File: src/rtl/raster_timing_gen.sv
module raster_timing_gen #(
  parameter int HW = 16,
  parameter int FW = 24,
  parameter int CW = 24,
  parameter int AW = 4
) (
  input  logic          clk,
  input  logic          rst_n,
  input  logic          reg_wr,
  input  logic [AW-1:0] reg_addr,
  input  logic [31:0]   reg_wdata,
  input  logic          pix_gnt,
  input  logic [CW-1:0] pix_data,
  output logic          hsync,
  output logic          vsync,
  output logic          de,
  output logic [CW-1:0] rgb,
  output logic          pix_req,
  output logic          frame_irq
);
  localparam int NREG = 14;

  logic [31:0]   live [1:NREG-1];
  logic [31:0]   sh   [1:NREG-1];
  logic          ctrl_en, run, uf;
  logic [HW-1:0] hc;
  logic [FW-1:0] fc;

  logic [HW-1:0] hper, hpw, hds, hde, ahs, ahe;
  logic [FW-1:0] vper, vpw, vds, vde, avs, ave;
  logic          ah_en, av_en, rec;
  logic [2:0]    pol;
  logic [CW-1:0] bord, ufc;

  assign hper  = sh[1][16 +: HW];
  assign hpw   = sh[1][HW-1:0];
  assign hde   = sh[2][16 +: HW];
  assign hds   = sh[2][HW-1:0];
  assign vper  = sh[3][FW-1:0];
  assign vpw   = sh[4][FW-1:0];
  assign vds   = sh[5][FW-1:0];
  assign vde   = sh[6][FW-1:0];
  assign ahs   = sh[7][HW-1:0];
  assign ah_en = sh[7][31];
  assign ahe   = sh[8][HW-1:0];
  assign avs   = sh[9][FW-1:0];
  assign av_en = sh[9][31];
  assign ave   = sh[10][FW-1:0];
  assign pol   = sh[11][2:0];
  assign bord  = sh[12][CW-1:0];
  assign ufc   = sh[13][CW-1:0];
  assign rec   = sh[13][31];

  logic hwrap, fwrap;
  assign hwrap = ({1'b0, hc} + 1'b1) >= {1'b0, hper};
  assign fwrap = ({1'b0, fc} + 1'b1) >= {1'b0, vper};

  logic hs_raw, vs_raw, disp, hact, vact, act;
  assign hs_raw = run && (hc < hpw);
  assign vs_raw = run && (fc < vpw);
  assign disp   = run && (hc >= hds) && (hc <= hde) && (fc >= vds) && (fc <= vde);
  assign hact   = ah_en ? ((hc >= ahs) && (hc <= ahe)) : 1'b1;
  assign vact   = av_en ? ((fc >= avs) && (fc <= ave)) : 1'b1;
  assign act    = disp && hact && vact;

  assign pix_req   = act && !uf;
  assign frame_irq = run && (fc == '0);
  assign hsync     = hs_raw ^ pol[0];
  assign vsync     = vs_raw ^ pol[1];
  assign de        = disp ^ pol[2];
  assign rgb       = !disp ? '0 :
                     !act ? bord :
                     (uf || !pix_gnt) ? ufc : pix_data;

  always_ff @(posedge clk) begin
    if (!rst_n) begin
      ctrl_en <= 1'b0;
      for (int i = 1; i < NREG; i++) live[i] <= '0;
    end else if (reg_wr) begin
      if (reg_addr == '0) ctrl_en <= reg_wdata[0];
      else if (int'(reg_addr) < NREG) live[reg_addr] <= reg_wdata;
    end
  end

  always_ff @(posedge clk) begin
    if (!rst_n) begin
      run <= 1'b0;
      uf  <= 1'b0;
      hc  <= '0;
      fc  <= '0;
      for (int i = 1; i < NREG; i++) sh[i] <= '0;
    end else if (!ctrl_en) begin
      run <= 1'b0;
      uf  <= 1'b0;
      hc  <= '0;
      fc  <= '0;
    end else if (!run) begin
      run <= 1'b1;
      uf  <= 1'b0;
      hc  <= '0;
      fc  <= '0;
      for (int i = 1; i < NREG; i++) sh[i] <= live[i];
    end else begin
      if (pix_req && !pix_gnt) uf <= 1'b1;
      if (fwrap) begin
        fc <= '0;
        hc <= '0;
        for (int i = 1; i < NREG; i++) sh[i] <= live[i];
        if (rec) uf <= 1'b0;
      end else begin
        fc <= fc + 1'b1;
        hc <= hwrap ? '0 : hc + 1'b1;
      end
    end
  end

  assert_req_in_display_R6: assert property (@(posedge clk) disable iff (!rst_n)
    pix_req |-> (de ^ pol[2]));
  assert_blank_is_zero_R12: assert property (@(posedge clk) disable iff (!rst_n)
    !(de ^ pol[2]) |-> (rgb == '0));
  assert_starved_color_R7: assert property (@(posedge clk) disable iff (!rst_n)
    (pix_req && !pix_gnt) |-> (rgb == ufc));
  assert_sticky_no_recover_R8: assert property (@(posedge clk) disable iff (!rst_n)
    (uf && run && ctrl_en && !rec) |=> uf);
  assert_irq_single_R11: assert property (@(posedge clk) disable iff (!rst_n)
    (frame_irq && vper > 1) |=> !frame_irq);
  assert_idle_quiet_R1: assert property (@(posedge clk) disable iff (!rst_n)
    !run |-> (!pix_req && !frame_irq && rgb == '0));
endmodule

File: config.mk
export PLATFORM = sky130hd
export DESIGN_NAME = raster_timing_gen
export DESIGN_NICKNAME = d
export VERILOG_FILES = /design/src/rtl/raster_timing_gen.sv
export SDC_FILE = /design/constraint.sdc
export NUM_CORES = 1
export LEC_CHECK = 0
export ABC_AREA = 0
export BUFFER_PORTS_ARGS = -buffer_cell sky130_fd_sc_hd__buf_2
export CELL_PAD_IN_SITES_DETAIL_PLACEMENT = 0
export CELL_PAD_IN_SITES_GLOBAL_PLACEMENT = 1
export CORE_ASPECT_RATIO = 1.2
export CORE_UTILIZATION = 34
export CTS_CLUSTER_SIZE = 12
export DETAILED_ROUTE_END_ITERATION = 8
export PLACE_DENSITY = 0.54
export SLEW_MARGIN = 20
export SYNTH_ARGS = -nofsm -noshare
export SYNTH_HDL_FRONTEND = slang
export SYNTH_SLANG_ARGS = --single-unit
export TNS_END_PERCENT = 30
File: constraint.sdc
create_clock -name clk -period 56.8 [get_ports clk]
set_input_delay 0 -clock clk [delete_from_list [all_inputs] [get_ports clk]]
set_output_delay 0 -clock clk [all_outputs]
set_load 0.01 [all_outputs]
After elaboration in Yosys (flattened, before gate mapping)
Memory sizes are Yosys's and may differ from the RTL's.
Index checks and enable logic that the tools add are counted.
{"block": "op_classes", "n_addsub": 4, "n_lt_le_gt_ge": 13, "mux": 53, "n_bitwise": 32, "n_reduce_logical": 23}
{"operator": "2-to-1 mux 32 bit", "n": 27}
{"operator": "2-to-1 mux 24 bit", "n": 3}
{"operator": "greater-or-equal comparator 24 bit", "n": 2}
{"operator": "<= comparator 24 bit", "n": 2}
{"operator": "greater-or-equal comparator 16 bit", "n": 2}
{"operator": "<= comparator 16 bit", "n": 2}
{"operator": "OR reduction 32 bit", "n": 1}
{"operator": "OR 1 bit", "n": 26}
{"operator": "adder 24 x 1 -> 25 bit (second input constant)", "n": 1}
{"operator": "greater-or-equal comparator 25 x 24 -> 1 bit", "n": 1}
{"operator": "adder 24 x 1 -> 24 bit (second input constant)", "n": 1}
{"operator": "logical NOT 24 bit", "n": 1}
{"operator": "< comparator 24 bit", "n": 1}
{"operator": "2-to-1 mux 1 bit", "n": 22}
{"operator": "adder 16 x 1 -> 17 bit (second input constant)", "n": 1}
{"operator": "greater-or-equal comparator 17 x 16 -> 1 bit", "n": 1}
{"operator": "adder 16 x 1 -> 16 bit (second input constant)", "n": 1}
{"operator": "< comparator 16 bit", "n": 1}
{"operator": "logical AND 1 bit", "n": 13}
{"operator": "OR reduction 5 bit", "n": 1}
{"operator": "logical NOT 4 bit", "n": 1}
{"operator": "< comparator 4 bit (second input constant)", "n": 1}
{"operator": "2-to-1 mux 4 bit", "n": 1}
{"operator": "OR reduction 4 bit", "n": 1}
{"operator": "6 further kinds", "n": 11}
{"block": "totals", "ff_bits": 43, "ramBits": 832, "in_bits": 64, "out_inout_bits": 29, "elab_cells": 132, "n_memories": 2}
{"memory": "live", "depth": 13, "word_bits": 32, "rd": 13, "rd_ports_with_merged_regs": 0, "write_ports": 13, "line": "23", "rtl": "logic [31:0] live [1:NREG-1];"}
{"memory": "sh", "depth": 13, "word_bits": 32, "rd": 13, "rd_ports_with_merged_regs": 0, "write_ports": 13, "line": "24", "rtl": "logic [31:0] sh [1:NREG-1];"}

Longest topological paths before layout
Gate-level depths: netlist of run 1.
{"block": "logic_depth", "word_depth": 12, "mapped_depth": 18, "mapped_depth_nobuf": 16}

Least setup slack after synthesis of run 1
Ideal clock, no wire load.
{"block": "synth_timing", "kind": "flip-flop to flip-flop", "from": "reg fc[2]", "to": "reg sh[0][100] (netlist name)", "setup_ns": 1.357, "arrival_time_ns": 23.274, "t_required_ns": 55.443, "setup_slack_ns": 32.169, "path_stages_with_launch": 15, "n_path_buf": 0, "synth_period_minus_slack_ns": 24.631, "path_cell_list": "dfxtp_1 and4_1 nand2_1 nor3_1 nand4_1 nor2_1 nand2_1 xnor2_1 ha_1 nand4_1 nor3_1 o2111ai_1 a31oi_1 nor3_1 o21ai_0"}
{"item": "start: declaration", "line": "27", "rtl": "logic [FW-1:0] fc;"}
{"item": "start signal: assignment", "line": "111", "rtl": "fc <= fc + 1'b1;"}

==> metrics.md, run 1 <==
| Metric | Value |
|---|---|
| Initial DRC count | `1147` |
| RSZ-0062 raised after global routing | `no` |
| Max_cap viols | `0` |
| DP HPWL | `53400 µm` |
| Die area | `92700 µm²` |
| CP Max Fanout | `72` |
| Root buf cell | `clkbuf_16` |
| Hold EP | `live[13][3]` |
| Synth Cell Area | `31100 µm²` |
| Slowest CP cell | `buf_4` |
| H-tree levels | `3` |
| Critical Path, Cell by Cell | `and4_1 > nand2_1 > nor3_1 > nand4_1 > nor2_1 > nand2_1 > xnor2_1 > ha_1 > nand4_1 > nor3_1 > o2111ai_1 > a31oi_1 > nor3_1 > o21ai_4 > buf_4 > buf_4` |
| Final hold violations | `0` |
| Row count | `121` |
| Worst R2R End | `sh[0][55]` |
| Pwr Density | `29.7 nW/µm²` |
| Worst Tran Pin Value | `996 ps` |
| Async set-or-reset flop fraction in the synthesized netlist | `0%` |
| EDFF count, synth | `588` |
| Syn_nets | `2749` |
| Area delta synth->final | `14.8%` |
| Fin util | `39.4%` |
| DR vias/cell | `4.82` |
| Reg2Reg Launch Point | `fc[3]` |
| CP dominant cell by count | `nor3_1` |
| Initial antenna violation count | `22` |
| Crit path required time | `57030 ps` |
| Clk sinks | `631` |
| Number of global-route vias before repair | `18900` |
| Post-CTS setup repair buffer count | `0` |
| Critical path class | `reg2reg` |
| I/O pin cnt | `93` |
| Initial Util | `34.3%` |
| Worst Skew | `26.8 ps` |
| Period minus WS final | `5950 ps` |
| Final GP Congestion | `0.834` |
| Setup_tns | `0 ps` |
| PortBufs | `92` |
| Setup crit end kind | `flop` |
| Synthesized area per cell | `12.7 µm²` |
| DIE WIDTH | `278 µm` |
| Status | `finished clean` |
| Fraction of the yosys area taken by sequential cells | `59.5%` |
| CTS tree | `built` |
| Share of cells above drive strength 1 | `12.4%` |
| Hold Slack | `25.4 ps` |
| Total power draw | `0.00106 W` |
| Startpoint types | `flop` |
| Tcrit/Tclk final | `10.5%` |
| Clk_lat worst skew | `620 ps` |
| Final ANT Viol Nets | `0` |
| Routed WL | `82600 µm` |
| HP Class | `in2reg` |
| Total track usage | `18.1%` |
| Max clock buf depth | `3` |
| Vias | `18300` |
| Worst EP arrival | `6180 ps` |
| R2r setup slk | `50850 ps` |
| Die height | `333 µm` |
| Hold depth | `2` |
| CTS Buf Count | `73` |
| R2R depth | `16` |
| Final setup fails | `0` |
| Worst VDD drop | `0.0219 mV` |
| Core footprint | `90700 µm²` |
| Yosys reg bits | `631` |
| Max incr delay on CP | `880 ps` |
| # DRC | `0` |
| Library cells used by synthesis | `64` |
| Footprint of the multi-input gates | `11400 µm²` |
| Yosys warns | `0` |
| First-pass GRT wire length | `123000 µm` |
| Hold path startpoint | `reg_wdata[3]` |
| Top_reg_cell synth | `edfxtp_1` |
| Cell family with most CP delay | `simple AND/OR/NAND/NOR gates` |
| Grt ovf | `0` |
| Final-report max-slew violation count | `0` |
| FMAX | `168 MHz` |
| Wire length per cell | `21.7 µm` |
| Leakage | `14.3 nW` |
| Syn Inst Count | `2444` |
| Drt first pass iters | `4` |
| Final nets | `2878` |
| Slew Limit Headroom | `33.6%` |
| Largest net degree at the start of global routing | `164` |
| Clk pin slew, worst setup/hold paths | `60 ps` |
| Register area | `18500 µm²` |
| Layout fillers | `8551` |
| Worst path buffer plus inverter count | `2` |
logic make-up (layout without fill, tap and decap cells):
kind of cell / after synthesis / count (layout) / synth area share (%)
AND/OR/NAND/NOR: 932 / 932 / 18.4
flip-flops: 631 / 631 / 59.5
buffers and inverters: 336 / 522 / 4.32
adder cells (fa/ha/maj): 241 / 241 / 9.69
other: 0 / 6 / 0
XOR/XNOR: 38 / 38 / 1.07
AO/OA/AOI/OAI: 266 / 266 / 6.99
routing by layer:
layer | up-vias | part of all wire (%) | GRT usage (%)
met3 | 121 | 3.4 | 1.94
met2 | 316 | 50 | 31.4
met1 | 9053 | 44 | 23.5
met5 | - | 0 | 0
li1 | 8831 | - | -
met4 | 0 | 2.6 | 6.19
through the flow:
stage	instances	cell area [µm²]	setup WS [ps]
6_report	3804	35700	50850
2_1_floorplan	2444	31100	32170
3_5_place_dp	3640	33000	50830
5_1_grt	3798	35700	50330
3_3_place_gp	3640	33000	50900
4_1_cts	3798	35700	50810
worst max path at each step:
| stage | from | end | slack [ps] | depth (start not counted) |
|---|---|---|---|---|
| after global routing | fc[2] | sh[0][92] | 50330 | 16 |
| final | fc[3] | sh[0][55] | 50850 | 16 |
| after floorplan | fc[2] | sh[0][100] | 32170 | 14 |
| after global placement | fc[2] | sh[0][57] | 50900 | 16 |
| after detailed placement | fc[2] | sh[0][56] | 50830 | 16 |
| after CTS | fc[2] | sh[0][92] | 50810 | 16 |
report_power, final:
part | switching, W | internal (W) | total, W | leakage [nW]
clock network | 0.000190 | 0.000292 | 0.000482 | 1.19
logic | 0.0000342 | 0.0000135 | 0.0000477 | 6.86
registers | 0.00000479 | 0.000528 | 0.000533 | 6.20
total | 0.000229 | 0.000833 | 0.00106 | 14.3
layout make-up:
cell class,instances,area share (%)
inverter,241,2.53
clock buffer,103,5.83
antenna,6,0.0420
sequential,631,51.8
multi-input combinational,1477,32.0
tap,1168,4.09
clock inverter,29,0.984
timing repair buffer,149,2.71
synth_stat cells, types with 24 or more instances:
cell	n	area share [%]
a21o_1	29	0.70
a21oi_1	77	1.2
and2_1	590	12
clkbuf_1	81	0.98
dfxtp_1	43	2.8
edfxtp_1	588	57
ha_1	241	9.7
inv_1	241	2.9
nand2_1	50	0.60
nand3_1	34	0.55
nand4_1	41	0.82
nor2_1	49	0.59
nor2b_1	58	1.2
o21ai_0	47	0.76
xnor2_1	24	0.68
layout by cell type, fill, tap and decap left out, types with 43 or more instances in the layout:
cell type / n
nand2_1: 50
and2_1: 590
buf_2: 92
ha_1: 241
clkbuf_16: 76
edfxtp_1: 588
nor2b_1: 56
a21oi_1: 77
inv_1: 241
dfxtp_1: 43
sequential cells by signal, summed over array words and instances (netlist names):
register / cells
ctrl_en: 1
fc: 24
hc: 16
live: 294
run: 1
sh: 294
uf: 1
what timing repair did:
| action | in CTS | in global routing |
|---|---|---|
| setup endpoints to repair | 0 | 0 |
| hold buffers | 26 | 0 |
| endpoints found under the hold margin | 143 | 0 |
| gates resized for setup | 0 | 0 |
No activity file was read; power rests on OpenSTA's default activity.
==> run 2, diff against run 1 <==
clock period = 6 ns   (was 56.8 ns; I/O delays follow)
==> run 2 against run 1 <==
Against the previous run: wire length up 2.1%; via count up 0.84%; clock skew fell by 3.9 ps; clock power rose to 8.8 times the previous value; final area decreased by 0.16%; largest power group unchanged; critical path depth shrank 5; die area unchanged; cell count stayed put; critical endpoint is now rgb[20]; largest cell class unchanged; sequential power rose to 9.5 times the previous value; count of clock-buffer cells in the layout decreased by 13.
==> metrics.md, run 2 (synthesized netlist as in run 1, its figures left out) <==
| Metric | Value |
|---|---|
| Status | `finished clean (unchanged)` |
| Hold Slack | `18.4 ps (was 25.4 ps)` |
| Clk pin slew, worst setup/hold paths | `60 ps (about the same)` |
| Sw frac | `22.2% (was 21.6%)` |
| Combinational Power Share | `4.7% (was 4.5%)` |
| Most frequent cells in the layout | `and2_1, edfxtp_1, inv_1, ha_1, buf_2 (unchanged)` |
| Setup_tns | `0 ps (unchanged)` |
| Critical path class | `reg2out (was reg2reg)` |
| Worst Skew | `23.0 ps (was 26.8 ps)` |
| Register area | `18500 µm² (about the same)` |
| Share of cells above drive strength 1 | `12.6% (was 12.4%)` |
| Setup crit end kind | `primary output (was flop)` |
| CTS Buf Count | `71 (was 73)` |
| Slew Limit Headroom | `25.3% (was 33.6%)` |
| Final setup fails | `0 (unchanged)` |
| HP Class | `in2reg (unchanged)` |
| Final nets | `2883 (was 2878)` |
| PortBufs | `92 (unchanged)` |
| First-pass GRT wire length | `125000 µm (was 123000 µm)` |
| Grt ovf | `0 (unchanged)` |
| Number of global-route vias before repair | `19200 (was 18900)` |
| Max_cap viols | `0 (unchanged)` |
| Worst EP arrival | `4920 ps (was 6180 ps)` |
| DIE WIDTH | `278 µm (unchanged)` |
| Fin util | `39.3% (was 39.4%)` |
| Pwr Density | `273 nW/µm² (was 29.7 nW/µm²)` |
| Clk_lat worst skew | `620 ps (about the same)` |
| # DRC | `0 (unchanged)` |
| Die height | `333 µm (unchanged)` |
| Crit path required time | `6000 ps (was 57030 ps)` |
| Footprint of the multi-input gates | `11400 µm² (about the same)` |
| FMAX | `203 MHz` |
| P_sw | `0.00217 W (was 0.000229 W)` |
| RSZ-0062 raised after global routing | `no (unchanged)` |
| Most common cell after layout, fill and taps aside | `and2_1 (unchanged)` |
| Area delta synth->final | `14.7% (was 14.8%)` |
| Routed WL | `84300 µm (was 82600 µm)` |
| Wire length per cell | `22.2 µm (was 21.7 µm)` |
| Total track usage | `18.4% (was 18.1%)` |
| Internal power | `0.00758 W (was 0.000833 W)` |
| Clk sinks | `631 (unchanged)` |
| Clock network fraction of total power | `43.5% (was 45.4%)` |
| Core footprint | `90700 µm² (unchanged)` |
| CTS tree | `built (unchanged)` |
| Largest net degree at the start of global routing | `237 (was 164)` |
| DP HPWL | `55700 µm (was 53400 µm)` |
| Slowest CP cell | `o211a_1 (was buf_4)` |
| Leakage | `14.2 nW (was 14.3 nW)` |
| Vias | `18500 (was 18300)` |
| Max clock buf depth | `3 (unchanged)` |
| Tcrit/Tclk final | `82.0%` |
| Die area | `92700 µm² (unchanged)` |
| Largest regs | `live (294), sh (294), fc (24) (unchanged)` |
| Reg power frac | `51.7% (was 50.1%)` |
| CP dominant cell by count | `a221o_1 (was nor3_1)` |
| Total power draw | `0.00975 W (was 0.00106 W)` |
| Root buf cell | `clkbuf_16 (unchanged)` |
| Row count | `121 (unchanged)` |
| Final-report max-slew violation count | `0 (unchanged)` |
| DR vias/cell | `4.86 (was 4.82)` |
| Drt first pass iters | `5 (was 4)` |
| Initial Util | `34.3% (unchanged)` |
| Max incr delay on CP | `790 ps (was 880 ps)` |
| H-tree levels | `3 (unchanged)` |
| Worst VDD drop | `0.224 mV (was 0.0219 mV)` |
| Worst Tran Pin Value | `1120 ps (was 996 ps)` |
| Layout fillers | `8610 (was 8551)` |
| Startpoint types | `flop (unchanged)` |
| Period minus WS final | `4920 ps` |
| Final GP Congestion | `0.811 (was 0.834)` |
| Initial antenna violation count | `15 (was 22)` |
| Initial DRC count | `1076 (was 1147)` |
| Critical Path, Cell by Cell | `ha_1 > and3_1 > a221o_1 > a221o_1 > a2111oi_2 > a21o_2 > o211a_1 > buf_4 > a21oi_2 > nor3b_2 > buf_2 (was and4_1 > nand2_1 > nor3_1 > nand4_1 > nor2_1 > nand2_1 > xnor2_1 > ha_1 > nand4_1 > nor3_1 > o2111ai_1 > a31oi_1 > nor3_1 > o21ai_4 > buf_4 > buf_4)` |
| I/O pin cnt | `93 (unchanged)` |
| Final hold violations | `0 (unchanged)` |
| Final ANT Viol Nets | `0 (unchanged)` |
| CP Max Fanout | `15 (was 72)` |
-- run 2: routing by layer --
layer / track usage [%] / wire, µm
met5: 0 / 30
met4: 4.83 / 1570
met3: 2.65 / 3390
met2: 31.9 / 41900
met1: 23.9 / 37500
-- run 2: timing repair --
action	4_1_cts	5_1_grt
gates resized for setup	0	0
endpoints found under the hold margin	159	1
setup endpoints to repair	0	0
hold buffers	27	1
buffers inserted	0	0
-- run 2: layout make-up --
cell class	count	area share, %
Clock buffer	90	5.32
Tap cell	1168	4.10
Sequential cell	631	52.0
Multi-Input combinational cell	1477	32.1
Antenna cell	7	0.0491
Inverter	241	2.54
Clock inverter	34	0.863
Timing Repair Buffer	156	3.09
-- run 2: worst max-delay path: cells and delay by family (launching register included) --
| kind | cells | cell delay [ps] |
|---|---|---|
| adders and majority gates | 1 | 350 |
| and+or+nand+nor | 2 | 360 |
| DFF | 1 | 740 |
| buffers and inverters | 2 | 540 |
| AOI/OAI and AO/OA | 6 | 2290 |
-- run 2: power groups by stage --
stage	sequential, W	clock (W)	combinational, W
after floorplan	0.00513	0	0.000247
after global placement	0.00514	0	0.000451
after detailed placement	0.00514	0	0.000459
after CTS	0.00505	0.00435	0.000474
after global routing	0.00506	0.00450	0.000507
final	0.00504	0.00425	0.000460
-- run 2: per-stage QoR --
step	setup WS [ps]	instances	instance area (µm²)
after CTS	942	3795	35600
after global placement	1230	3643	33100
after global routing	783	3797	35700
after detailed placement	1190	3644	33100
final	1080	3804	35700
after floorplan	-1740	2444	31200
-- run 2: path summary, 6_finish.rpt --
| kind | start | endpoint | slack [ps] | cells past startpoint |
|---|---|---|---|---|
| max | fc[18] | rgb[20] | 1080 | 11 |
| min | reg_wdata[7] | live[13][7] | 20 | 2 |
| max reg2reg | fc[3] | hc[2] | 1190 | 16 |
| min reg2reg | hc[0] | hc[0] | 500 | 1 |
==> run 3, diff against run 2 <==
PLACE_DENSITY = 0.56   (was 0.54)
clock period = 4.2 ns   (was 6 ns; I/O delays follow)
==> run 3 against run 2 <==
Against the previous run: sequential cell count unchanged; core utilization increased by 0.77 points; count of clock-buffer cells in the layout increased by 6; combinational power increased by 45%; clock skew increased by 1.2 ps; largest power group unchanged; final area increased by 1.9%; highest routed layer is now met4; total power increased by 42%; first-iteration DRC count decreased by 17%.
==> metrics.md, run 3 (synthesized netlist as in run 1, its figures left out) <==
| Metric | Value |
|---|---|
| Initial antenna violation count | `7 (was 15)` |
| First-pass GRT wire length | `122000 µm (was 125000 µm)` |
| Grt ovf | `0 (unchanged)` |
| Final-report max-slew violation count | `0 (unchanged)` |
| Worst Tran Pin Value | `1060 ps (was 1120 ps)` |
| DR vias/cell | `4.80 (was 4.86)` |
| DIE WIDTH | `278 µm (unchanged)` |
| PortBufs | `92 (unchanged)` |
| Most frequent cells in the layout | `and2_1, edfxtp_1, inv_1, ha_1, buf_2 (unchanged)` |
| Final GP Congestion | `0.833 (was 0.811)` |
| Tcrit/Tclk final | `96.4%` |
| Initial Util | `34.3% (unchanged)` |
| Status | `finished clean (unchanged)` |
| Row count | `121 (unchanged)` |
| DP HPWL | `56300 µm (was 55700 µm)` |
| Total track usage | `17.9% (was 18.4%)` |
| Final ANT Viol Nets | `0 (unchanged)` |
| FMAX | `247 MHz` |
| Root buf cell | `clkbuf_16 (unchanged)` |
| # DRC | `0 (unchanged)` |
| Footprint of the multi-input gates | `11500 µm² (was 11400 µm²)` |
| Die height | `333 µm (unchanged)` |
| Wire length per cell | `21.0 µm (was 22.2 µm)` |
| Slowest CP cell | `dfxtp_1 (was o211a_1)` |
| Clk_lat worst skew | `630 ps (was 620 ps)` |
| RSZ-0062 raised after global routing | `yes (was no)` |
| R2r setup slk | `260 ps (was 1190 ps)` |
| Final Instance Area | `36400 µm² (was 35700 µm²)` |
| I/O pin cnt | `93 (unchanged)` |
| Non-filler cells, final | `3865 (was 3804)` |
| Largest regs | `live (294), sh (294), fc (24) (unchanged)` |
| Largest net degree at the start of global routing | `76 (was 237)` |
| Max incr delay on CP | `480 ps (was 790 ps)` |
| Worst R2R End | `sh[0][388] (was hc[2])` |
| Die area | `92700 µm² (unchanged)` |
| Reg2Reg Launch Point | `fc[4] (was fc[3])` |
| Period minus WS final | `4050 ps` |
| Startpoint types | `flop (unchanged)` |
| Final hold violations | `0 (unchanged)` |
| Worst Skew | `24.2 ps (was 23.0 ps)` |
| Hold EP | `live[13][2] (was live[13][7])` |
| Most common cell after layout, fill and taps aside | `and2_1 (unchanged)` |
| Max_cap viols | `0 (unchanged)` |
| Setup crit end kind | `primary output (unchanged)` |
| Placement Cell Area | `33800 µm² (was 33100 µm²)` |
| R2R depth | `16 (unchanged)` |
| Register area | `18500 µm² (about the same)` |
| CTS Buf Count | `71 (unchanged)` |
| Core footprint | `90700 µm² (unchanged)` |
| Worst VDD drop | `0.308 mV (was 0.224 mV)` |
| Final nets | `2945 (was 2883)` |
| Layout fillers | `8527 (was 8610)` |
| Pwr Density | `382 nW/µm² (was 273 nW/µm²)` |
| Number of global-route vias before repair | `19300 (was 19200)` |
| Clk sinks | `631 (unchanged)` |
| Leakage | `14.6 nW (was 14.2 nW)` |
| Critical path class | `reg2out (unchanged)` |
| Clk pin slew, worst setup/hold paths | `60 ps (about the same)` |
| Area delta synth->final | `16.9% (was 14.7%)` |
| Routed WL | `81300 µm (was 84300 µm)` |
| H-tree levels | `3 (unchanged)` |
| CP dominant cell by count | `a221o_1 (unchanged)` |
| Crit path required time | `4200 ps (was 6000 ps)` |
| Slew Limit Headroom | `29.2% (was 25.3%)` |
| Hold depth | `2 (unchanged)` |
| Hold path startpoint | `reg_wdata[2] (was reg_wdata[7])` |
| Vias | `18600 (was 18500)` |
| Worst path buffer plus inverter count | `2 (unchanged)` |
| Setup crit start | `fc[18] (unchanged)` |
| HP Class | `in2reg (unchanged)` |
| Share of cells above drive strength 1 | `15.2% (was 12.6%)` |
| Worst EP arrival | `4050 ps (was 4920 ps)` |
| Max clock buf depth | `3 (unchanged)` |
| Final setup fails | `0 (unchanged)` |
| CP Max Fanout | `10 (was 15)` |
| Critical Path, Cell by Cell | `ha_1 > and3_1 > a221o_1 > a221o_1 > a2111oi_2 > a21o_2 > o211ai_4 > buf_4 > a2111oi_4 > nor3b_2 > buf_2 (was ha_1 > and3_1 > a221o_1 > a221o_1 > a2111oi_2 > a21o_2 > o211a_1 > buf_4 > a21oi_2 > nor3b_2 > buf_2)` |
| Post-CTS setup repair buffer count | `0 (unchanged)` |
| Cell family with most CP delay | `compound AO/OA/AOI/OAI gates (unchanged)` |
| Drt first pass iters | `4 (was 5)` |
| Initial DRC count | `893 (was 1076)` |
| CTS tree | `built (unchanged)` |
| Placed insts | `3707 (was 3644)` |
run 3: cell count changes in the layout (fill, tap and decap cells not counted), sizes merged:
cell    previous run  this run
buf              128       190
bufinv             5         3
clkbuf            90        96
clkinv            25        24
diode              7         5
inv              244       242
run 3: area by class of cell:
cell class	instances	share of cell area (%)
Sequential cell	631	51.0
Multi-Input combinational cell	1477	31.6
Clock buffer	96	5.43
Timing Repair Buffer	218	4.75
Tap cell	1168	4.02
Inverter	241	2.49
Clock inverter	29	0.757
Antenna cell	5	0.0344
run 3: timing repair:
item | in CTS | in global routing
pin swaps | 0 | 2
endpoints found under the hold margin | 167 | 0
hold buffers | 28 | 0
setup endpoints to repair | 18 | 485
gates resized for setup | 7 | 10
run 3: worst max path at each step:
stage | end | slack (ps) | cells after the start
5_1_grt | hc[13] | -10 | 17
3_5_place_dp | sh[0][427] | 110 | 16
3_3_place_gp | sh[0][430] | 140 | 16
4_1_cts | rgb[21] | 60 | 11
2_1_floorplan | sh[0][100] | -3540 | 14
6_report | rgb[14] | 150 | 11
run 3: power breakdown:
group	switching, W	internal, W	total [W]
combinational	0.000458	0.000208	0.000666
sequential	0.0000685	0.00713	0.00720
clock	0.00252	0.00349	0.00602
total	0.00305	0.0108	0.0139
run 3: routing by layer:
metal / vias to the layer above / GRT usage [%] / wire length (µm)
li1: 8972 / - / -
met1: 9132 / 23.4 / 36300
met2: 345 / 30.7 / 39700
met3: 105 / 2.10 / 3080
met4: 0 / 6.18 / 2210
met5: - / 0 / 0
run 3: stage by stage:
step                total power (W)   TNS, ps  hold WS (ps)  setup slack [ps]  util [%]
finish                       0.0139         0          32.5               152      40.1
CTS                          0.0141         0          6.76              62.5      40.0
global route                 0.0144     -10.6          23.9             -10.6      40.1
floorplan                   0.00769  -1040510           156             -3540         -
detailed placement          0.00800         0           294               109      37.2
global placement            0.00798         0           292               144      37.2
